**src/rtl/useq_pkg.sv**
```systemverilog
package useq_pkg;
  localparam int OP_W  = 6;
  localparam int UPC_W = 4;

  typedef enum logic [1:0] {
    SQ_FETCH = 2'b00,
    SQ_DISP1 = 2'b01,
    SQ_DISP2 = 2'b10,
    SQ_NEXT  = 2'b11
  } seq_mode_e;

  typedef struct packed {
    logic       mem_rd;
    logic       mem_wr;
    logic       addr_sel;
    logic       ir_load;
    logic       pc_load;
    logic       pc_load_cond;
    logic [1:0] pc_src;
    logic [1:0] alu_op;
    logic       alu_a_sel;
    logic [1:0] alu_b_sel;
    logic       reg_wr;
    logic       reg_dst;
    logic       wb_sel;
  } ctl_t;

  typedef struct packed {
    ctl_t      ctl;
    seq_mode_e seq;
  } uword_t;

  localparam logic [OP_W-1:0] OPC_ALU  = 6'h00;
  localparam logic [OP_W-1:0] OPC_JUMP = 6'h02;
  localparam logic [OP_W-1:0] OPC_BEQ  = 6'h04;
  localparam logic [OP_W-1:0] OPC_LOAD = 6'h23;
  localparam logic [OP_W-1:0] OPC_STOR = 6'h2B;

  localparam int UA_FETCH  = 0;
  localparam int UA_DECODE = 1;
  localparam int UA_MADDR  = 2;
  localparam int UA_LDRD   = 3;
  localparam int UA_LDWB   = 4;
  localparam int UA_STWR   = 5;
  localparam int UA_ALUEX  = 6;
  localparam int UA_ALUWB  = 7;
  localparam int UA_BEQ    = 8;
  localparam int UA_JUMP   = 9;
endpackage

```
**src/rtl/useq_rom.sv**
```systemverilog
module useq_rom
  import useq_pkg::*;
#(
  parameter int UPC_W = useq_pkg::UPC_W
) (
  input  logic [UPC_W-1:0] addr,
  output uword_t           word
);
  always_comb begin
    word     = '0;
    word.seq = SQ_FETCH;
    case (int'(addr))
      UA_FETCH: begin
        word.ctl.mem_rd    = 1'b1;
        word.ctl.ir_load   = 1'b1;
        word.ctl.pc_load   = 1'b1;
        word.ctl.alu_b_sel = 2'b01;
        word.seq           = SQ_NEXT;
      end
      UA_DECODE: begin
        word.ctl.alu_b_sel = 2'b11;
        word.seq           = SQ_DISP1;
      end
      UA_MADDR: begin
        word.ctl.alu_a_sel = 1'b1;
        word.ctl.alu_b_sel = 2'b10;
        word.seq           = SQ_DISP2;
      end
      UA_LDRD: begin
        word.ctl.mem_rd   = 1'b1;
        word.ctl.addr_sel = 1'b1;
        word.seq          = SQ_NEXT;
      end
      UA_LDWB: begin
        word.ctl.reg_wr = 1'b1;
        word.ctl.wb_sel = 1'b1;
      end
      UA_STWR: begin
        word.ctl.mem_wr   = 1'b1;
        word.ctl.addr_sel = 1'b1;
      end
      UA_ALUEX: begin
        word.ctl.alu_a_sel = 1'b1;
        word.ctl.alu_op    = 2'b10;
        word.seq           = SQ_NEXT;
      end
      UA_ALUWB: begin
        word.ctl.reg_wr  = 1'b1;
        word.ctl.reg_dst = 1'b1;
      end
      UA_BEQ: begin
        word.ctl.alu_a_sel    = 1'b1;
        word.ctl.alu_op       = 2'b01;
        word.ctl.pc_load_cond = 1'b1;
        word.ctl.pc_src       = 2'b01;
      end
      UA_JUMP: begin
        word.ctl.pc_load = 1'b1;
        word.ctl.pc_src  = 2'b10;
      end
      default: ;
    endcase
  end
endmodule

```
**src/rtl/useq_dispatch.sv**
```systemverilog
module useq_dispatch
  import useq_pkg::*;
#(
  parameter int TABLE_SEL = 1,
  parameter int OP_W      = useq_pkg::OP_W,
  parameter int UPC_W     = useq_pkg::UPC_W
) (
  input  logic [OP_W-1:0]  opcode,
  output logic [UPC_W-1:0] target
);
  generate
    if (TABLE_SEL == 1) begin : g_after_decode
      always_comb begin
        case (opcode)
          OPC_LOAD, OPC_STOR: target = UPC_W'(UA_MADDR);
          OPC_ALU:            target = UPC_W'(UA_ALUEX);
          OPC_BEQ:            target = UPC_W'(UA_BEQ);
          OPC_JUMP:           target = UPC_W'(UA_JUMP);
          default:            target = UPC_W'(UA_FETCH);
        endcase
      end
    end else begin : g_after_addr
      always_comb begin
        case (opcode)
          OPC_LOAD: target = UPC_W'(UA_LDRD);
          OPC_STOR: target = UPC_W'(UA_STWR);
          default:  target = UPC_W'(UA_FETCH);
        endcase
      end
    end
  endgenerate
endmodule

```
**src/rtl/useq_next.sv**
```systemverilog
module useq_next
  import useq_pkg::*;
#(
  parameter int UPC_W = useq_pkg::UPC_W
) (
  input  logic [UPC_W-1:0] upc,
  input  seq_mode_e        seq,
  input  logic [UPC_W-1:0] tgt1,
  input  logic [UPC_W-1:0] tgt2,
  output logic [UPC_W-1:0] nxt
);
  always_comb begin
    case (seq)
      SQ_DISP1: nxt = tgt1;
      SQ_DISP2: nxt = tgt2;
      SQ_NEXT:  nxt = upc + 1'b1;
      default:  nxt = '0;
    endcase
  end
endmodule

```
**src/rtl/useq_sequencer.sv**
```systemverilog
module useq_sequencer
  import useq_pkg::*;
#(
  parameter int OP_W  = useq_pkg::OP_W,
  parameter int UPC_W = useq_pkg::UPC_W
) (
  input  logic             clk,
  input  logic             rst_n,
  input  logic [OP_W-1:0]  opcode,
  output logic [UPC_W-1:0] upc,
  output logic             mem_rd,
  output logic             mem_wr,
  output logic             addr_sel,
  output logic             ir_load,
  output logic             pc_load,
  output logic             pc_load_cond,
  output logic [1:0]       pc_src,
  output logic [1:0]       alu_op,
  output logic             alu_a_sel,
  output logic [1:0]       alu_b_sel,
  output logic             reg_wr,
  output logic             reg_dst,
  output logic             wb_sel,
  output logic [1:0]       seq_mode
);
  uword_t           word;
  logic [UPC_W-1:0] tgt1, tgt2, nxt;

  useq_rom #(.UPC_W(UPC_W)) u_rom (.addr(upc), .word(word));

  useq_dispatch #(.TABLE_SEL(1), .OP_W(OP_W), .UPC_W(UPC_W)) u_disp1 (
    .opcode(opcode), .target(tgt1));
  useq_dispatch #(.TABLE_SEL(2), .OP_W(OP_W), .UPC_W(UPC_W)) u_disp2 (
    .opcode(opcode), .target(tgt2));

  useq_next #(.UPC_W(UPC_W)) u_next (
    .upc(upc), .seq(word.seq), .tgt1(tgt1), .tgt2(tgt2), .nxt(nxt));

  always_ff @(posedge clk or negedge rst_n) begin
    if (!rst_n) upc <= '0;
    else        upc <= nxt;
  end

  assign mem_rd       = word.ctl.mem_rd;
  assign mem_wr       = word.ctl.mem_wr;
  assign addr_sel     = word.ctl.addr_sel;
  assign ir_load      = word.ctl.ir_load;
  assign pc_load      = word.ctl.pc_load;
  assign pc_load_cond = word.ctl.pc_load_cond;
  assign pc_src       = word.ctl.pc_src;
  assign alu_op       = word.ctl.alu_op;
  assign alu_a_sel    = word.ctl.alu_a_sel;
  assign alu_b_sel    = word.ctl.alu_b_sel;
  assign reg_wr       = word.ctl.reg_wr;
  assign reg_dst      = word.ctl.reg_dst;
  assign wb_sel       = word.ctl.wb_sel;
  assign seq_mode     = word.seq;

  // first cycle out of reset starts at fetch
  assert_reset_fetch_R1: assert property (@(posedge clk) disable iff (!rst_n)
    $rose(rst_n) |-> (upc == '0));

  // step code advances by one
  assert_seq_step_R2: assert property (@(posedge clk) disable iff (!rst_n)
    (seq_mode == 2'b11) |=> (upc == $past(upc) + 1'b1));

  // fetch code returns to address 0
  assert_fetch_return_R3: assert property (@(posedge clk) disable iff (!rst_n)
    (seq_mode == 2'b00) |=> (upc == '0));

  // first table only reaches its listed targets or 0
  assert_disp1_targets_R4: assert property (@(posedge clk) disable iff (!rst_n)
    (seq_mode == 2'b01) |=> (upc == 4'd0 || upc == 4'd2 || upc == 4'd6 ||
                            upc == 4'd8 || upc == 4'd9));

  // second table reaches load read, store or 0
  assert_disp2_targets_R5: assert property (@(posedge clk) disable iff (!rst_n)
    (seq_mode == 2'b10) |=> (upc == 4'd0 || upc == 4'd3 || upc == 4'd5));

  // exclusive memory and PC strobes
  assert_mem_excl_R9: assert property (@(posedge clk) disable iff (!rst_n)
    !(mem_rd && mem_wr));
  assert_pc_excl_R9: assert property (@(posedge clk) disable iff (!rst_n)
    !(pc_load && pc_load_cond));
endmodule

```
**config.mk**
```make
export PLATFORM = sky130hd
export DESIGN_NAME = useq_sequencer
export DESIGN_NICKNAME = d
export VERILOG_FILES = /design/src/rtl/useq_pkg.sv /design/src/rtl/useq_rom.sv /design/src/rtl/useq_dispatch.sv /design/src/rtl/useq_next.sv /design/src/rtl/useq_sequencer.sv
export SDC_FILE = /design/constraint.sdc
export NUM_CORES = 1
export LEC_CHECK = 0
export ABC_AREA = 1
export CAP_MARGIN = 20
export CORE_MARGIN = 1.5
export CORE_UTILIZATION = 40
export CTS_CLUSTER_DIAMETER = 200
export CTS_CLUSTER_SIZE = 28
export DETAILED_ROUTE_END_ITERATION = 6
export GPL_ROUTABILITY_DRIVEN = 0
export PLACE_DENSITY = 0.9
export REMOVE_ABC_BUFFERS = 1
export SLEW_MARGIN = 30
export SYNTH_ARGS = -nofsm -noshare
export SYNTH_HDL_FRONTEND = slang
export SYNTH_HIERARCHICAL = 1
export SYNTH_SLANG_ARGS = --single-unit
```
**constraint.sdc**
```tcl
create_clock -name clk -period 4.15 [get_ports clk]
set_input_delay 0.83 -clock clk [delete_from_list [all_inputs] [get_ports clk]]
set_output_delay 0.83 -clock clk [all_outputs]
set_load 0.005 [all_outputs]
```
==> results.py, run 1 <==
metrics = {
    "final_layout": {
        "largest-register": "upc",
        "largest_reg_flops": 4,
        "largest_registers": "upc: 4 flops",
        "fin_area_um2": 861,
        "drive_gt1_share_pct": 6.82,
        "area_growth_pct": 56.0,
        "fillers": 127,
        "diodes": 0,
        "fin_nets": 143,
    },
    "job": {
        "maxCapViolCount": 0,
    },
    "logic_synthesis": {
        "synth.avg_cell_area_um2": 5.36,
        "syn_area_um2": 552,
        "synthTopCellsByCount": "inv_1, nand2_1, nand3_1, nor2_1, dfrtp_1",
        "synth.top_cell.area_share_pct": 18.1,
        "yosys_warnings": 6,
        "netlist_instances": 103,
        "synth.distinct_cells": 18,
        "yosysSeqAreaShare_pct": 18.1,
        "synth_area_leaders": "dfrtp_1, inv_1, nand3_1, nand2_1, nor2_1",
        "yosysMostFrequentCell": "inv_1",
        "synth_top_area_cell": "dfrtp_1",
        "async_flop_share_pct": 100,
        "synth_edf_count": 0,
        "synthFlopType": "dfrtp_1",
        "yosys_register_bits": 4,
    },
    "route": {
        "drc": 0,
        "wl_met3_um": 98,
        "via_per_inst": 4.84,
        "ant_nets": 0,
        "drtIter0Drc": 12,
        "routed.top_layer": "met3",
        "route.met2.wl_um": 720,
        "wirelength_um": 1340,
        "wl_per_cell_um": 9.14,
        "dr.pass1.iters": 4,
        "vias": 712,
        "wl_met1_um": 525,
    },
    "cts": {
        "clock_latency_ns": 0.23,
        "hold_buffers": 0,
        "path_clk_slew_ns": 0.04,
        "cts-resized-gates": 0,
        "cts_htree_levels": 1,
        "numCtsBuffers": 3,
        "postCtsSetupBuffers": 0,
        "clock-root-buffer": "clkbuf_4",
        "clockBufferDepth": 2,
        "cts.sinks": 4,
        "cts_tree": "yes",
    },
    "critical_path": {
        "path_buf_inv": 1,
        "critPathSlowestCell": "clkdlybuf4s50_1",
        "critical_path_class": "reg2out",
        "cp_max_fo": 7,
        "worstPathRequired_ns": 3.32,
        "ff2ff_path_depth": 8,
        "reg2reg_from": "upc[3]",
        "crit_family": "simple AND/OR/NAND/NOR gates",
        "path_cells": "nor2_2, nand2_1, nand4_1, clkdlybuf4s50_1",
        "max_stage_delay_ns": 0.56,
        "cp-start-kind": "flop",
        "rr_endpoint": "upc[2]",
        "arrival_ns": 1.88,
        "rrSetupSlack_ns": 2.56,
        "critPathCaptureType": "output port",
    },
    "sta": {
        "drv_slew": 0,
        "setup_ws_ns": 1.44,
        "fin_tns_setup_ns": 0,
        "final_hold_viol_count": 0,
        "fin_skew_ns": 0.00407,
        "period_share_pct": 65.3,
        "min_period_ns": 2.71,
        "max_freq_mhz": 369,
        "worst_hold_slack_ns": 0.684,
        "setup_violations": 0,
        "rsz0062_at_grt": "false",
    },
    "hold_path": {
        "min_to": "upc[0]",
        "hold_depth": 1,
        "min_path_type": "reg2reg",
        "hp-start": "upc[0]",
    },
    "power_and_ir_drop": {
        "power_density_mw_per_mm2": 561,
        "power_mw": 0.483,
        "vdd_drop_max_uv": 266,
        "leakagePower_nw": 0.478,
    },
    "die": {
        "rows": 13,
        "die_y_um": 40.1,
        "core_mm2": 0.00130,
        "initial_core_util_pct": 42.4,
        "die_x_um": 40.1,
        "die_area_mm2": 0.00161,
        "io-pin-count": 30,
    },
    "global_route": {
        "grt_max_degree": 10,
        "grt_antenna_before_repair": 0,
        "grt_pass1_wl_um": 2190,
        "grt_overflow_total": 0,
        "grt_usage_pct": 19.8,
        "first_global_vias": 626,
    },
    "placement": {
        "numPortBuffers": 29,
        "hpwl_um": 1130,
        "dpl-instance-area_um2": 838,
        "pre_cts_ws_ns": 1.69,
    },
    "run_status": {
        "status": "finished, final reports clean",
    },
}
-- layout make-up --
cell class	instances	area [µm²]	share of cell area [%]
clock buffer	3	22.5	2.62
inverter	26	97.6	11.3
sequential	4	100	11.6
multi-input combinational	70	332	38.5
timing repair buffer	29	290	33.7
tap	15	18.8	2.18
-- logic make-up (layout without fill, tap and decap cells) --
kind of cell             after synthesis  after routing  share of synthesized area, %
adder cells (fa/ha/maj)                1              1                          2.27
flip-flops                             4              4                          18.1
AND/OR/NAND/NOR                       62             62                          49.2
XOR/XNOR                               1              1                          1.59
buffers and inverters                 29             58                          21.8
other                                  1              1                         0.680
AO/OA/AOI/OAI                          5              5                          6.35
-- worst register-to-register path, delay by kind of cell (launching register included) --
kind            cells  cell delay [ns]
simple gates        5             0.81
flops               1             0.45
buf+inv             2             0.18
compound gates      1             0.05
-- power breakdown --
group,internal [mW],switching [mW],leakage [nW],total (mW)
clock,0.0322,0.0143,0.0138,0.0465
sequential,0.0512,0.0236,0.0534,0.0748
combinational,0.190,0.172,0.411,0.362
total,0.273,0.210,0.478,0.483
-- placed cells by master, fill, tap and decap left out --
master,count
o21ai_2,2
nand4_1,3
o21ai_1,1
nor2_1,17
o211ai_1,1
nand2_2,1
nand2_1,21
nor2_2,2
clkbuf_4,3
ha_1,1
a21oi_1,1
nand3_1,17
conb_1,1
clkdlybuf4s50_1,29
dfrtp_1,4
inv_1,25
or2_0,1
xnor2_1,1
inv_2,1
-- metrics by stage --
step                instances  util (%)
floorplan                 100         -
global placement          144      64.4
detailed placement        144      64.4
CTS                       147      66.2
global route              147      66.2
finish                    147      66.2
-- per-layer routing --
metal	global-route usage, %	up-vias
met5	0	-
met4	5.17	0
met3	3.33	0
met2	41.9	35
met1	18.5	306
li1	-	371
-- worst max-delay path by stage --
stage | to | slack (ns) | cells past startpoint | from
floorplan | seq_mode[1] | 2.35 | 3 | upc[0]
global placement | seq_mode[0] | 1.71 | 4 | upc[3]
detailed placement | seq_mode[1] | 1.69 | 4 | upc[3]
CTS | seq_mode[0] | 1.43 | 4 | upc[3]
global route | seq_mode[0] | 1.31 | 5 | upc[2]
finish | seq_mode[0] | 1.44 | 4 | upc[3]
(Power assumes the default switching activity.)
==> inputs of run 2 (changes only) <==
--- a/config.mk
+++ b/config.mk
@@ -8,12 +8,12 @@
 export ABC_AREA = 1
 export CAP_MARGIN = 20
 export CORE_MARGIN = 1.5
-export CORE_UTILIZATION = 40
+export CORE_UTILIZATION = 37
 export CTS_CLUSTER_DIAMETER = 200
 export CTS_CLUSTER_SIZE = 28
 export DETAILED_ROUTE_END_ITERATION = 6
 export GPL_ROUTABILITY_DRIVEN = 0
-export PLACE_DENSITY = 0.9
+export PLACE_DENSITY = 0.85
 export REMOVE_ABC_BUFFERS = 1
 export SLEW_MARGIN = 30
 export SYNTH_ARGS = -nofsm -noshare
==> constraint.sdc (replaced) <==
create_clock -name clk -period 2.5 [get_ports clk]
set_input_delay 0.5 -clock clk [delete_from_list [all_inputs] [get_ports clk]]
set_output_delay 0.5 -clock clk [all_outputs]
set_load 0.005 [all_outputs]
==> run 2 against run 1 <==
Against the previous run:
- flip-flop and latch count is the same
- setup slack got worse by 1.3 ns
- total power rose by 68%
- final area grew 0.73%
- core utilization down 1.9 points
- routed wire length grew 3.9%
- count of clock-buffer cells in the layout unchanged
- non-clock buffer count stayed put
==> results.py, run 2 (synthesized netlist as in run 1, its figures left out) <==
metrics = {
    "run_status": {
        "status": "finished, final reports clean",
    },
    "critical_path": {
        "critPathSlowestCell": "clkdlybuf4s50_1",
        "reg2reg_from": "upc[0]",
        "path_cells": "nor2_1, nand2_2, nand4_1, clkdlybuf4s50_1",
        "rr_endpoint": "upc[2]",
        "worstPathRequired_ns": 2.00,
        "cp_max_fo": 9,
        "arrival_ns": 1.85,
        "path_buf_inv": 1,
        "ff2ff_path_depth": 9,
        "crit_end": "seq_mode[0]",
        "critPathCaptureType": "output port",
        "cp-start-kind": "flop",
        "cp.depth": 4,
        "critical_path_class": "reg2out",
        "max_stage_delay_ns": 0.56,
        "rrSetupSlack_ns": 0.90,
        "crit_family": "simple AND/OR/NAND/NOR gates",
        "worstSetupStartpoint": "upc[0]",
    },
    "final_layout": {
        "mostFrequentLayoutCells": "clkdlybuf4s50_1, inv_1, nand2_1, nor2_1, nand3_1",
        "largest_reg_flops": 4,
        "fin_util_pct": 64.2,
        "layoutNonFillerInstCount": 147,
        "drive_gt1_share_pct": 7.58,
        "fin_nets": 143,
        "fillers": 127,
        "largest_registers": "upc: 4 flops",
        "diodes": 0,
        "largest-register": "upc",
        "area_growth_pct": 57.1,
        "layout_commonest_cell": "clkdlybuf4s50_1",
    },
    "die": {
        "initial_core_util_pct": 40.9,
        "rows": 13,
        "core_mm2": 0.00135,
        "io-pin-count": 30,
        "die_x_um": 41.6,
        "die_area_mm2": 0.00173,
        "die_y_um": 41.6,
    },
    "route": {
        "via_per_inst": 4.91,
        "dr.pass1.iters": 4,
        "drtIter0Drc": 9,
        "wl_per_cell_um": 9.50,
        "drc": 0,
        "ant_nets": 0,
        "vias": 722,
        "wirelength_um": 1400,
    },
    "power_and_ir_drop": {
        "leakagePower_nw": 0.478,
        "power_density_mw_per_mm2": 939,
        "vdd_drop_max_uv": 364,
    },
    "cts": {
        "cts_tree": "yes",
        "hold_buffers": 0,
        "cts_htree_levels": 1,
        "clockBufferDepth": 2,
        "cts.sinks": 4,
        "clock_latency_ns": 0.24,
        "numCtsBuffers": 3,
        "clock-root-buffer": "clkbuf_4",
        "path_clk_slew_ns": 0.04,
    },
    "sta": {
        "rsz0062_at_grt": "false",
        "fin_tns_setup_ns": 0,
        "setup_violations": 0,
        "drv_slew": 0,
        "max_freq_mhz": 425,
        "final_hold_viol_count": 0,
        "fin_skew_ns": 0.00615,
        "min_period_ns": 2.35,
        "period_share_pct": 94.0,
    },
    "global_route": {
        "grt_usage_pct": 18.5,
        "first_global_vias": 635,
        "grt_max_degree": 10,
        "grt_antenna_before_repair": 0,
        "grt_overflow_total": 0,
        "grt_pass1_wl_um": 2480,
    },
    "placement": {
        "hpwl_um": 1180,
        "numPortBuffers": 29,
        "placed_cells": 144,
    },
    "hold_path": {
        "min_path_type": "in2async",
    },
    "job": {
        "maxCapViolCount": 0,
    },
}
-- run 2: cell types whose count changed in the layout (fill, tap and decap cells not counted) --
cell / before / now
dfrtp_1: 4 / 3
dfrtp_2: 0 / 1
nor2_2: 2 / 1
nor2_4: 0 / 1
-- run 2: repair_timing --
action                     CTS  global route
setup endpoints to repair    0             2
setup buffers                0             0
gates resized for setup      0             2
-- run 2: area by class of cell --
cell class | count | area, µm² | share of cell area (%)
Multi-Input combinational cell | 70 | 337 | 38.8
Timing Repair Buffer | 29 | 290 | 33.5
Sequential cell | 4 | 101 | 11.7
Inverter | 26 | 97.6 | 11.3
Clock buffer | 3 | 22.5 | 2.60
Tap cell | 15 | 18.8 | 2.16
-- run 2: how the worst min path moves through the flow --
stage | start | end
after detailed placement | upc[0] | upc[0]
after floorplan | rst_n | upc[0]
after global placement | upc[2] | upc[2]
after global routing | rst_n | upc[3]
final | rst_n | upc[3]
after CTS | rst_n | upc[2]
-- run 2: metal layers --
| layer | GRT usage (%) | part of all wire (%) |
|---|---|---|
| met4 | 6.45 | 2.6 |
| met3 | 9.13 | 7.9 |
| met2 | 32.8 | 53 |
| met5 | 0 | 0 |
| met1 | 18.4 | 36 |
-- run 2: metrics by stage --
| step | hold WS (ns) | total power [mW] | instance area [µm²] | setup slack [ns] |
|---|---|---|---|---|
| floorplan | 0.204 | 0.404 | 529 | 1.03 |
| global placement | 0.669 | 0.717 | 838 | 0.407 |
| detailed placement | 0.667 | 0.728 | 838 | 0.408 |
| CTS | 0.461 | 0.817 | 861 | 0.138 |
| global route | 0.472 | 0.896 | 867 | 0.00721 |
| finish | 0.461 | 0.814 | 867 | 0.149 |
-- run 2: power breakdown --
group,internal [mW],switching (mW)
registers,0.0855,0.0401
logic,0.318,0.288
clock network,0.0539,0.0288
total,0.457,0.357
